===== config.mk =====
export PLATFORM = sky130hd
export DESIGN_NAME = erase_range_walker
export DESIGN_NICKNAME = d
export VERILOG_FILES = /design/src/rtl/ers_pkg.sv /design/src/rtl/ers_region_table.sv /design/src/rtl/ers_region_find.sv /design/src/rtl/ers_chip_cursor.sv /design/src/rtl/erase_range_walker.sv
export SDC_FILE = /design/constraint.sdc
export NUM_CORES = 1
export LEC_CHECK = 0
export BUFFER_PORTS_ARGS = -buffer_cell sky130_fd_sc_hd__buf_2
export CORE_UTILIZATION = 35
export CTS_CLUSTER_SIZE = 28
export DETAILED_ROUTE_END_ITERATION = 8
export PLACE_DENSITY = 0.62
export SLEW_MARGIN = 20
export SYNTH_ARGS = -nofsm -noshare
export SYNTH_HDL_FRONTEND = slang
export SYNTH_SLANG_ARGS = --single-unit

===== constraint.sdc =====
create_clock -name clk -period 7.55 [get_ports clk]
set_clock_uncertainty 0.15 [all_clocks]
set_input_delay 1.1325 -clock clk [delete_from_list [all_inputs] [get_ports clk]]
set_output_delay 1.1325 -clock clk [all_outputs]
set_load 0.03 [all_outputs]

===== src/rtl/ers_pkg.sv =====
package ers_pkg;

   typedef enum logic [1:0] {
      ST_IDLE  = 2'd0,
      ST_CHECK = 2'd1,
      ST_ISSUE = 2'd2
   } ers_state_e;

   typedef enum logic [2:0] {
      ERS_OK             = 3'd0,
      ERS_START_MISALIGN = 3'd1,
      ERS_END_MISALIGN   = 3'd2,
      ERS_BLOCK_FAIL     = 3'd3,
      ERS_OUT_OF_RANGE   = 3'd4
   } ers_code_e;

endpackage


===== src/rtl/ers_region_table.sv =====
module ers_region_table #(
   parameter int NREG   = 4,
   parameter int ADDR_W = 16,
   parameter int SZ_W   = 4,
   parameter int CNT_W  = 8,
   parameter int IDX_W  = 2
) (
   input  logic                              clk,
   input  logic                              rst_n,
   input  logic                              wr_en,
   input  logic [IDX_W-1:0]                  wr_idx,
   input  logic [ADDR_W-1:0]                 wr_start,
   input  logic [SZ_W-1:0]                   wr_szlog,
   input  logic [CNT_W-1:0]                  wr_count,
   output logic [NREG-1:0][ADDR_W-1:0]       tbl_start,
   output logic [NREG-1:0][SZ_W-1:0]         tbl_szlog,
   output logic [NREG-1:0][CNT_W-1:0]        tbl_count
);

   for (genvar g = 0; g < NREG; g++) begin : g_entry
      logic sel;
      assign sel = wr_en && (wr_idx == IDX_W'(g));

      always_ff @(posedge clk or negedge rst_n) begin
         if (!rst_n) begin
            tbl_start[g] <= '0;
            tbl_szlog[g] <= '0;
            tbl_count[g] <= '0;
         end else if (sel) begin
            tbl_start[g] <= wr_start;
            tbl_szlog[g] <= wr_szlog;
            tbl_count[g] <= wr_count;
         end
      end

      // a write lands in its entry on the next cycle
      a_r2_entry_written: assert property (@(posedge clk) disable iff (!rst_n)
         (wr_en && wr_idx == IDX_W'(g)) |=>
            (tbl_start[g] == $past(wr_start) && tbl_szlog[g] == $past(wr_szlog)
             && tbl_count[g] == $past(wr_count)));

      // entries other than the one written keep their content
      a_r2_entry_kept: assert property (@(posedge clk) disable iff (!rst_n)
         !(wr_en && wr_idx == IDX_W'(g)) |=> $stable(tbl_start[g]));
   end

endmodule


===== src/rtl/ers_region_find.sv =====
module ers_region_find #(
   parameter int NREG   = 4,
   parameter int ADDR_W = 16,
   parameter int IDX_W  = 2
) (
   input  logic [ADDR_W:0]             point,
   input  logic [NREG-1:0][ADDR_W-1:0] starts,
   output logic [IDX_W-1:0]            idx,
   output logic                        hit
);

   // Walk the table while entries start at or below the point; the last
   // entry passed is the containing region.
   logic [NREG-1:0] at_or_below;

   for (genvar g = 0; g < NREG; g++) begin : g_cmp
      assign at_or_below[g] = (point >= {1'b0, starts[g]});
   end

   always_comb begin
      logic stop;
      stop = 1'b0;
      idx  = '0;
      hit  = 1'b0;
      for (int i = 0; i < NREG; i++) begin
         if (!stop && at_or_below[i]) begin
            idx = IDX_W'(i);
            hit = 1'b1;
         end else begin
            stop = 1'b1;
         end
      end
   end

endmodule


===== src/rtl/ers_chip_cursor.sv =====
module ers_chip_cursor #(
   parameter int ADDR_W     = 16,
   parameter int CHIP_SHIFT = 12,
   parameter int NCHIPS     = 4,
   parameter int CHIP_W     = 2
) (
   input  logic                          clk,
   input  logic                          rst_n,
   input  logic                          load,
   input  logic [CHIP_SHIFT+CHIP_W-1:0]  load_ofs,
   input  logic                          step,
   input  logic [ADDR_W:0]               step_size,
   output logic [CHIP_W-1:0]             chip,
   output logic [CHIP_SHIFT-1:0]         addr,
   output logic                          wrap_last
);

   localparam int SUM_W = ADDR_W + 1;

   logic [CHIP_SHIFT-1:0] addr_q;
   logic [SUM_W-1:0]      sum;
   logic                  overflow;

   assign sum      = {{(SUM_W-CHIP_SHIFT){1'b0}}, addr_q} + step_size;
   assign overflow = |sum[SUM_W-1:CHIP_SHIFT];

   always_ff @(posedge clk or negedge rst_n) begin
      if (!rst_n) begin
         addr_q <= '0;
      end else if (load) begin
         addr_q <= load_ofs[CHIP_SHIFT-1:0];
      end else if (step) begin
         addr_q <= overflow ? '0 : sum[CHIP_SHIFT-1:0];
      end
   end

   assign addr = addr_q;

   if (NCHIPS > 1) begin : g_multi
      logic [CHIP_W-1:0] chip_q;

      always_ff @(posedge clk or negedge rst_n) begin
         if (!rst_n) begin
            chip_q <= '0;
         end else if (load) begin
            chip_q <= load_ofs[CHIP_SHIFT +: CHIP_W];
         end else if (step && overflow) begin
            chip_q <= chip_q + CHIP_W'(1);
         end
      end

      assign chip      = chip_q;
      assign wrap_last = overflow && (chip_q == CHIP_W'(NCHIPS - 1));

      // overflow of the in-chip address moves to address 0 of the next chip
      a_r8_chip_rollover: assert property (@(posedge clk) disable iff (!rst_n)
         (step && !load && overflow) |=>
            (addr_q == '0 && chip_q == $past(chip_q) + CHIP_W'(1)));

      // a load splits the offset into chip index and in-chip address
      a_r6_offset_split: assert property (@(posedge clk) disable iff (!rst_n)
         load |=> (addr_q == $past(load_ofs[CHIP_SHIFT-1:0])
                   && chip_q == $past(load_ofs[CHIP_SHIFT +: CHIP_W])));
   end else begin : g_single
      logic unused_hi;
      assign unused_hi = |load_ofs[CHIP_SHIFT +: CHIP_W];
      assign chip      = '0;
      assign wrap_last = overflow;
   end

endmodule


===== src/rtl/erase_range_walker.sv =====
module erase_range_walker #(
   parameter int NREG       = 4,
   parameter int ADDR_W     = 16,
   parameter int CHIP_SHIFT = 12,
   parameter int NCHIPS     = 4,
   parameter int SZ_W       = 4,
   parameter int CNT_W      = 8,
   localparam int IDX_W     = (NREG > 1) ? $clog2(NREG) : 1,
   localparam int CHIP_W    = (NCHIPS > 1) ? $clog2(NCHIPS) : 1
) (
   input  logic                  clk,
   input  logic                  rst_n,
   input  logic                  cfg_we,
   input  logic [IDX_W-1:0]      cfg_idx,
   input  logic [ADDR_W-1:0]     cfg_start,
   input  logic [SZ_W-1:0]       cfg_szlog,
   input  logic [CNT_W-1:0]      cfg_count,
   input  logic                  req_valid,
   input  logic [ADDR_W-1:0]     req_start,
   input  logic [ADDR_W-1:0]     req_len,
   output logic                  busy,
   output logic                  done,
   output logic [2:0]            done_code,
   output logic                  blk_req,
   output logic [CHIP_W-1:0]     blk_chip,
   output logic [CHIP_SHIFT-1:0] blk_addr,
   output logic [SZ_W-1:0]       blk_szlog,
   input  logic                  blk_ack,
   input  logic                  blk_fail
);
   import ers_pkg::*;

   localparam int EXT_W  = ADDR_W + 1;
   localparam int SPAN_W = EXT_W + CNT_W;
   localparam int HI_W   = EXT_W - CHIP_SHIFT;
   localparam logic [HI_W-1:0]  NCHIPS_V = HI_W'(NCHIPS);
   localparam logic [IDX_W-1:0] LAST_REG = IDX_W'(NREG - 1);

   // elaboration-time parameter checks
   if (NREG < 1) begin : g_bad_nreg
      $error("erase_range_walker: NREG must be at least 1");
   end
   if (CHIP_SHIFT < 1 || CHIP_SHIFT + CHIP_W > ADDR_W) begin : g_bad_chip
      $error("erase_range_walker: chip field does not fit in ADDR_W");
   end
   if ((2 ** SZ_W) - 1 > ADDR_W) begin : g_bad_sz
      $error("erase_range_walker: SZ_W allows blocks wider than the offset");
   end

   ers_state_e state_q;
   ers_code_e  code_q;
   logic                  done_q;
   logic [EXT_W-1:0]      ofs_q;
   logic [EXT_W-1:0]      rem_q;
   logic [IDX_W-1:0]      ridx_q;

   logic [NREG-1:0][ADDR_W-1:0] tbl_start;
   logic [NREG-1:0][SZ_W-1:0]   tbl_szlog;
   logic [NREG-1:0][CNT_W-1:0]  tbl_count;

   ers_region_table #(
      .NREG(NREG), .ADDR_W(ADDR_W), .SZ_W(SZ_W), .CNT_W(CNT_W), .IDX_W(IDX_W)
   ) i_table (
      .clk(clk), .rst_n(rst_n),
      .wr_en(cfg_we), .wr_idx(cfg_idx), .wr_start(cfg_start),
      .wr_szlog(cfg_szlog), .wr_count(cfg_count),
      .tbl_start(tbl_start), .tbl_szlog(tbl_szlog), .tbl_count(tbl_count)
   );

   // region search for both endpoints
   logic [EXT_W-1:0] end_pt;
   logic [IDX_W-1:0] a_idx, b_idx;
   logic             a_hit, b_hit;

   assign end_pt = ofs_q + rem_q;

   ers_region_find #(.NREG(NREG), .ADDR_W(ADDR_W), .IDX_W(IDX_W)) i_find_start (
      .point(ofs_q), .starts(tbl_start), .idx(a_idx), .hit(a_hit)
   );

   ers_region_find #(.NREG(NREG), .ADDR_W(ADDR_W), .IDX_W(IDX_W)) i_find_end (
      .point(end_pt), .starts(tbl_start), .idx(b_idx), .hit(b_hit)
   );

   logic [EXT_W-1:0] sz_a, sz_b;
   logic             misalign_a, misalign_b, range_bad;

   assign sz_a       = EXT_W'(1) << tbl_szlog[a_idx];
   assign sz_b       = EXT_W'(1) << tbl_szlog[b_idx];
   assign misalign_a = |(ofs_q & (sz_a - EXT_W'(1)));
   assign misalign_b = |(end_pt & (sz_b - EXT_W'(1)));
   assign range_bad  = !a_hit || !b_hit || (ofs_q[EXT_W-1:CHIP_SHIFT] >= NCHIPS_V);

   // current region geometry
   logic [SZ_W-1:0]   cur_log;
   logic [EXT_W-1:0]  cur_size;
   logic [EXT_W-1:0]  ofs_next;
   logic [SPAN_W-1:0] reg_end;
   logic              region_hit;
   logic              wrap_last;
   logic              last_blk;
   logic              step;

   assign cur_log    = tbl_szlog[ridx_q];
   assign cur_size   = EXT_W'(1) << cur_log;
   assign ofs_next   = ofs_q + cur_size;
   assign reg_end    = SPAN_W'(tbl_start[ridx_q]) + (SPAN_W'(tbl_count[ridx_q]) << cur_log);
   assign region_hit = (SPAN_W'(ofs_next) == reg_end);
   assign last_blk   = (rem_q <= cur_size) || wrap_last;
   assign step       = (state_q == ST_ISSUE) && blk_ack;

   ers_chip_cursor #(
      .ADDR_W(ADDR_W), .CHIP_SHIFT(CHIP_SHIFT), .NCHIPS(NCHIPS), .CHIP_W(CHIP_W)
   ) i_cursor (
      .clk(clk), .rst_n(rst_n),
      .load(state_q == ST_CHECK),
      .load_ofs(ofs_q[CHIP_SHIFT+CHIP_W-1:0]),
      .step(step),
      .step_size(cur_size),
      .chip(blk_chip),
      .addr(blk_addr),
      .wrap_last(wrap_last)
   );

   always_ff @(posedge clk or negedge rst_n) begin
      if (!rst_n) begin
         state_q <= ST_IDLE;
         code_q  <= ERS_OK;
         done_q  <= 1'b0;
         ofs_q   <= '0;
         rem_q   <= '0;
         ridx_q  <= '0;
      end else begin
         done_q <= 1'b0;
         unique case (state_q)
            ST_IDLE: begin
               if (req_valid) begin
                  if (req_len == '0) begin
                     done_q <= 1'b1;
                     code_q <= ERS_OK;
                  end else begin
                     ofs_q   <= {1'b0, req_start};
                     rem_q   <= {1'b0, req_len};
                     state_q <= ST_CHECK;
                  end
               end
            end
            ST_CHECK: begin
               if (range_bad || misalign_a || misalign_b) begin
                  done_q  <= 1'b1;
                  state_q <= ST_IDLE;
                  code_q  <= range_bad  ? ERS_OUT_OF_RANGE :
                             misalign_a ? ERS_START_MISALIGN : ERS_END_MISALIGN;
               end else begin
                  ridx_q  <= a_idx;
                  state_q <= ST_ISSUE;
               end
            end
            ST_ISSUE: begin
               if (blk_ack) begin
                  if (blk_fail || last_blk) begin
                     done_q  <= 1'b1;
                     state_q <= ST_IDLE;
                     code_q  <= blk_fail ? ERS_BLOCK_FAIL : ERS_OK;
                  end else begin
                     ofs_q <= ofs_next;
                     rem_q <= rem_q - cur_size;
                     if (region_hit && ridx_q != LAST_REG) begin
                        ridx_q <= ridx_q + IDX_W'(1);
                     end
                  end
               end
            end
            default: state_q <= ST_IDLE;
         endcase
      end
   end

   assign busy      = (state_q != ST_IDLE);
   assign blk_req   = (state_q == ST_ISSUE);
   assign blk_szlog = cur_log;
   assign done      = done_q;
   assign done_code = code_q;

   // a pending block request holds its fields until acknowledged
   a_r10_hold_until_ack: assert property (@(posedge clk) disable iff (!rst_n)
      (blk_req && !blk_ack) |=>
         (blk_req && $stable(blk_chip) && $stable(blk_addr) && $stable(blk_szlog)));

   // a failed block ends the walk with code 3 and no further request
   a_r11_fail_aborts: assert property (@(posedge clk) disable iff (!rst_n)
      (blk_req && blk_ack && blk_fail) |=> (done && done_code == 3'd3 && !blk_req));

   // a zero-length request completes successfully in the next cycle
   a_r12_zero_length: assert property (@(posedge clk) disable iff (!rst_n)
      (req_valid && !busy && req_len == '0) |=> (done && done_code == 3'd0));

   // the completion pulse lasts one cycle and comes with the walker idle
   a_r13_done_pulse: assert property (@(posedge clk) disable iff (!rst_n)
      done |=> !done);

   a_r13_done_idle: assert property (@(posedge clk) disable iff (!rst_n)
      done |-> (!busy && !blk_req));

   // a block request never follows a check cycle with a rejection
   a_r3_no_issue_after_reject: assert property (@(posedge clk) disable iff (!rst_n)
      (busy && !blk_req && $past(!busy) && $past(req_valid)) |=> (blk_req || done));

endmodule


---- After elaboration in Yosys (flattened, before gate mapping) ----
Index checks and enable logic that the tools add are counted.
storage, ports and cells
  flip-flop bits (word level) ............. 168
  output and inout bits ................... 24
  input port bits ......................... 68
  memory bits (read-only) ................. 0
  latch bits .............................. 0
  bits in writable memories ............... 0
  memories kept ........................... 0
cells by class
  eq/ne operators ......................... 17
  shifts and indexed selects .............. 4
  $lt $le $gt $ge ......................... 13
  bitwise logic cells ..................... 2
  add/subtract/negate cells ............... 9
  reduce and logical (&&, ||, !) cells .... 42
  mux-type cells .......................... 71
  multiply operators ...................... 0
  divide/modulo/power cells ............... 0
operator list
  cell                   count
  $ge 17x16->1           8
  $mux 17                8
  $pmux 17 s2            2
  $shl 1x4->17 const A   3
  $mux 12                3
  $add 17x17->17         2
  $and 17x17->17         2
  $mux 2                 17
  $reduce_or 17->1       2
  $sub 17x1->17 const B  2
  $bmux 16 s2            1
  $add 16x25->25         1
  $eq 17x25->1           1
  $shl 8x4->25           1
  $bmux 4 s2             3
  $mux 1                 21
  $mux 3                 6
  $add 12x17->17         1
  $le 17x17->1           1
  $sub 17x17->17         1
  $bmux 8 s2             1
  $logic_not 16->1       1
  $mux 16                1
  $logic_and 1x1->1      14
  other kinds (22)       55

---- Logic depth before layout (Yosys ltp) ----
  depth in word-level cells ............... 19
  mapped depth ............................ 32

---- Cells and area by module ----
Synthesis repeated with hierarchy kept, for this count alone.
unflattened totals
  cell total of the unflattened synthesis .. 1831
  area total of the unflattened synthesis .. 17068.9 um2
by module, submodules not included
  module              cells an instance  times used  area each (um2)  sequential area each (um2)
  erase_range_walker  1006               1           8008.9           1051.0
  ers_region_table    239                1           4510.6           2802.7
  ers_region_find     226                2           1626.6           0.0
  ers_chip_cursor     134                1           1296.2           350.3

---- Worst setup path after synthesis ----
OpenSTA, ideal clock, no wires.
  kind .................................... reg2reg
  from .................................... register ofs_q[6]
  to ...................................... register code_q[0], in the netlist done_code[0]
  cell stages (with the launch flop) ...... 31
  setup slack ............................. 1266 ps
  buffers on the path ..................... 2
  setup time .............................. 128 ps
  arrival time ............................ 6007 ps
  clock period less this slack ............ 6284 ps
  cells stage by stage .................... dfrtp_1 -> ha_1 -> nor3_1 -> nor3_1 -> or3_1 -> o21ai_0 -> a21oi_1 -> nand3_1 -> nand2_1 -> a21o_1 -> a21oi_1 -> xnor2_1 -> ha_1 -> o21ai_0 -> a211oi_1 -> o21ai_0 -> and2_1 -> o311a_1 -> o32a_1 -> nor3_1 -> nand2b_1 -> ha_1 -> clkbuf_1 -> and3_1 -> o311a_1 -> a21oi_1 -> nand4_1 -> nor4_2 -> buf_4 -> and2_1 -> o31ai_1
between the ends
  cells in the longest elaborated chain, start to end .. 19
RTL lines
  element                                                       line                                                  source
  from (decl)                                                   erase_range_walker.sv:53                              logic [EXT_W-1:0] ofs_q;
  from (signal assigned)                                        erase_range_walker.sv:142                             ofs_q <= {1'b0, req_start};
  from (signal assigned)                                        erase_range_walker.sv:166                             ofs_q <= ofs_next;
  $add 17x17->17 or $ge 17x16->1 (tied branches)                erase_range_walker.sv:75, ers_region_find.sv:17
  $ge 17x16->1, or another cell as far along                    ers_region_find.sv:17                                 assign at_or_below[g] = (point >= {1'b0, starts[g]});
  $mux 1 or $logic_and 1x1->1 (tied branches)                   ers_region_find.sv:26                                 if (!stop && at_or_below[i]) begin
  $mux 1 or $logic_not 1->1 (tied branches)                     ers_region_find.sv:26
  $logic_not 1->1 or $logic_and 1x1->1 (tied branches)          ers_region_find.sv:26
  $logic_and 1x1->1 or $mux 1 (tied branches)                   ers_region_find.sv:26
  $mux 1 or $logic_not 1->1 (tied branches)                     ers_region_find.sv:26
  $logic_not 1->1 or $logic_and 1x1->1 (tied branches)          ers_region_find.sv:26
  [... 3 more ...]                                              n/a
  $mux 4 (not written as such) or $shl 1x4->17 (tied branches)  erase_range_walker.sv:89, erase_range_walker.sv:88
  $shl 1x4->17 or $sub 17x1->17 (tied branches)                 erase_range_walker.sv:89, erase_range_walker.sv:90
  $sub 17x1->17 or $and 17x17->17 (tied branches)               erase_range_walker.sv:91, erase_range_walker.sv:90
  $and 17x17->17 or $reduce_or 17->1 (tied branches)            erase_range_walker.sv:91, erase_range_walker.sv:90
  $reduce_or 17->1, or another cell as far along                erase_range_walker.sv:91                              assign misalign_b = |(end_pt & (sz_b - EXT_W'(1)));
  $logic_or 1x1->1 or $mux 3 (tied branches)                    erase_range_walker.sv:149, erase_range_walker.sv:152
  $ne 2x2->1 (no line) or $mux 3 (tied branches)                n/a
  $reduce_and 6->1 (no line) or $pmux 3 s3 (tied branches)      n/a
  to (signal assigned)                                          erase_range_walker.sv:152                             code_q <= range_bad ? ERS_OUT_OF_RANGE :
  to (signal assigned)                                          erase_range_walker.sv:164                             code_q <= blk_fail ? ERS_BLOCK_FAIL : ERS_OK;
  to (decl)                                                     erase_range_walker.sv:51                              ers_code_e code_q;
Parallel ways exist; a longest one is shown, timed or not. The select of a mux whose other input is x is not followed.
A chain may end at the register's enable or synchronous reset.

---- Final worst setup path ----
  from .................................... register ofs_q[1]
  to ...................................... register code_q[1], in the netlist done_code[1]
The elaborated chain is that of the path after synthesis.

==> summary.txt <==
outcome -> completed
clock sinks -> 168
latest clock arrival within the worst-skew pair -> 0.47 ns
placed inst area -> 0.0177 mm^2
TNS Setup -> 0 ns
drt pass-1 iters -> 5
largest cells by area after synthesis -> dfrtp_1 (26%), ha_1 (16%), mux2_2 (6.7%)
grt ovf -> 0
HP Class -> flop to flop
Finished Layout Cells -> 2543
htree depth -> 4
Synth area leader -> dfrtp_1
routed via count -> 15054
FF-to-FF path depth -> 26
M2 GR Usage -> 0.406
unrepaired setup endpoints after global routing -> false
hold path start -> i_table.tbl_count[15]
share of layout cells above drive strength 1 -> 0.182
register area -> 0.00421 mm^2
actual slew at the worst max-slew pin -> 0.884 ns
post-synthesis cell type count -> 98
final instance area -> 0.0183 mm^2
first-pass GRT wire length -> 88500 um
EDFF count, synth -> 0
hpwl dp -> 46800 um
Top delay family on crit path -> compound AO/OA/AOI/OAI gates
Max-Cap Viols -> 0
die area -> 0.0477 mm^2
Nets -> 2215
row count -> 78
initial DRC count -> 1276
average wire per standard cell -> 22.9 um
crit path max fanout -> 11
Syn Inst Count -> 1828
Tcrit/Tclk final -> 0.930
CP required -> 7.75 ns
met1 usage -> 0.326
min Tclk post-route -> 7.02 ns
Yosys Warn Count -> 0
Post-Syn Area -> 0.0164 mm^2
vias per inst -> 5.92
Syn Nets -> 2113
CTS Buffer Depth -> 2
met3 usage -> 0.0477
FF-to-FF End -> done_code[1]
die height -> 218 um
Pins Over Slew Limit -> 0
cts hold-fix bufs -> 0
register area share after synthesis -> 0.257
Fin Hold WS -> 0.357 ns
max_slew headroom -> 0.406
CTS Buf Count -> 17
Post-synth ARST share -> 1.00
CP Capture Type -> flop
top cell type's share of synthesized area -> 0.257
largest net degree at the start of global routing -> 61
Most Used Layer, Global Route -> met2
area of the multi-input gates -> 0.0114 mm^2
Tot GR Track Use -> 0.247
FMAX -> 142 MHz
Arrival @ worst endpoint -> 7.22 ns
crit start category -> flop
Layout Area Growth over Synthesis -> 12.0%
antenna-violating nets left -> 0
TritonCTS clock tree -> built
Core ar. -> 0.0458 mm^2
WL final -> 58200 um
GPL Wtd Cong -> 1.00
Initial Util -> 0.358
Fill cells -> 4573
Setup CP Type -> flop to flop
Clock Tree Root -> clkbuf_16
CP max stage delay -> 0.49 ns
Worst Path Buf+Inv -> 3
port buffer count -> 91
reg2reg start -> ofs_q[1]
Mean Syn Cell Area -> 8.96 um^2
most used flip-flop cell after synthesis -> dfrtp_1
WHS Path Cells -> 1
Placed Instances -> 2510
Worst-path clk slew -> 0.08 ns
Yosys reg bits -> 168
Hold EP -> i_table.tbl_count[15]
IO Count -> 92
Die Wd -> 218 um
Residual DRC -> 0
Slowest cell on crit path -> a2111oi_0
final hold violation count -> 0
initial antenna violation count -> 2
vias in the first global route -> 14608
Antenna Cells -> 0
flop-to-flop setup slack -> 0.53 ns
Setup violations, final -> 0
through the flow:
step                 util  setup slack (ns)
global route        0.401            0.0271
finish              0.401             0.531
CTS                 0.400             0.210
detailed placement  0.387             0.258
global placement    0.387             0.473
floorplan               -              1.27
cell type report:
| type | instances | area share |
|---|---|---|
| Clock buffer | 17 | 0.0232 |
| Clock inverter | 15 | 0.00805 |
| Inverter | 132 | 0.0270 |
| Multi-Input combinational cell | 1469 | 0.624 |
| Sequential cell | 168 | 0.230 |
| Tap cell | 600 | 0.0410 |
| Timing Repair Buffer | 142 | 0.0468 |
worst reg2reg max path, cell delays in order (launching register included):
cell       delay, ns
dfrtp_2         0.44
inv_1           0.14
fa_1            0.43
nand2b_1        0.18
a21oi_1         0.30
o21ai_0         0.22
xnor2_2         0.41
ha_1            0.35
and4_1          0.20
a2111oi_0       0.49
o311ai_1        0.20
a21oi_2         0.28
nand3b_1        0.15
o311a_1         0.16
o32a_1          0.37
nor3_2          0.29
nand2b_1        0.10
ha_1            0.33
inv_1           0.19
nor2_1          0.07
a22o_1          0.22
a211oi_1        0.18
nand4_1         0.14
nor4_2          0.29
buf_4           0.24
a2111oi_1       0.11
a211o_1         0.26
Yosys cell counts, types with 11 or more instances:
master      n
and2_1     18
xor2_1     18
nor2b_1    17
nand2_1   142
clkbuf_1   34
inv_1     130
mux2_2     98
a31oi_1    14
nor2_1    158
nand4_1    25
ha_1      212
o21a_1     15
mux2i_1    38
mux4_2     28
xnor2_1    58
o21ai_0    87
nand3_1    47
o211ai_1   18
a21oi_1   140
a21o_1     34
nand2b_1   16
nor4_1     13
buf_2      11
nor3_1     27
dfrtp_1   168
a211oi_1   27
a221oi_1   11
and3_1     17
o21bai_1   13
layer usage:
metal,up-vias,part of all wire
li1,6986,-
met1,7446,0.45
met2,540,0.47
met3,78,0.063
met4,4,0.023
met5,-,0.00057
cells by family (layout without fill, tap and decap cells):
group | after synthesis | count (layout) | synth area share
AO/OA/AOI/OAI | 483 | 483 | 0.201
XOR/XNOR | 76 | 76 | 0.0407
adder cells (fa/ha/maj) | 217 | 217 | 0.168
buffers and inverters | 191 | 306 | 0.0474
flip-flops | 168 | 168 | 0.257
multiplexers | 165 | 165 | 0.130
AND/OR/NAND/NOR | 528 | 528 | 0.156
repair_timing:
| action | in CTS | in global routing |
|---|---|---|
| endpoints found under the setup margin | 0 | 7 |
| buffers inserted | 0 | 1 |
| resized for setup | 0 | 8 |
state kept, by name (all words and copies together), names as in the netlist:
| signal | count |
|---|---|
| i_table.tbl_start | 64 |
| i_table.tbl_count | 32 |
| ofs_q | 17 |
| rem_q | 17 |
| i_table.tbl_szlog | 16 |
| i_cursor.addr | 12 |
| done_code | 3 |
| i_cursor.chip | 2 |
| ridx_q | 2 |
| state_q | 2 |
| done | 1 |
layout by cell type, fill, tap and decap left out, types with 27 or more instances in the layout:
cell | Yosys | routed
a211oi_1 | 27 | 27
a21o_1 | 34 | 34
a21oi_1 | 140 | 139
buf_2 | 11 | 90
buf_4 | 4 | 50
dfrtp_1 | 168 | 165
ha_1 | 212 | 211
inv_1 | 130 | 130
mux2_2 | 98 | 98
mux2i_1 | 38 | 38
mux4_2 | 28 | 28
nand2_1 | 142 | 142
nand3_1 | 47 | 47
nor2_1 | 158 | 158
o21ai_0 | 87 | 86
xnor2_1 | 58 | 55
worst max-delay path by stage:
stage	slack [ns]	start	depth (start not counted)	endpoint
2_1_floorplan	1.27	ofs_q[6]	30	done_code[0]
3_3_place_gp	0.47	ofs_q[7]	30	done_code[1]
3_5_place_dp	0.26	ofs_q[7]	29	done_code[1]
4_1_cts	0.21	ofs_q[7]	29	done_code[1]
5_1_grt	0.03	ofs_q[1]	30	done_code[1]
6_report	0.53	ofs_q[1]	26	done_code[1]
Power is not shown: default switching activity piles up to over one toggle a cycle in this logic, so the estimate is an artifact.
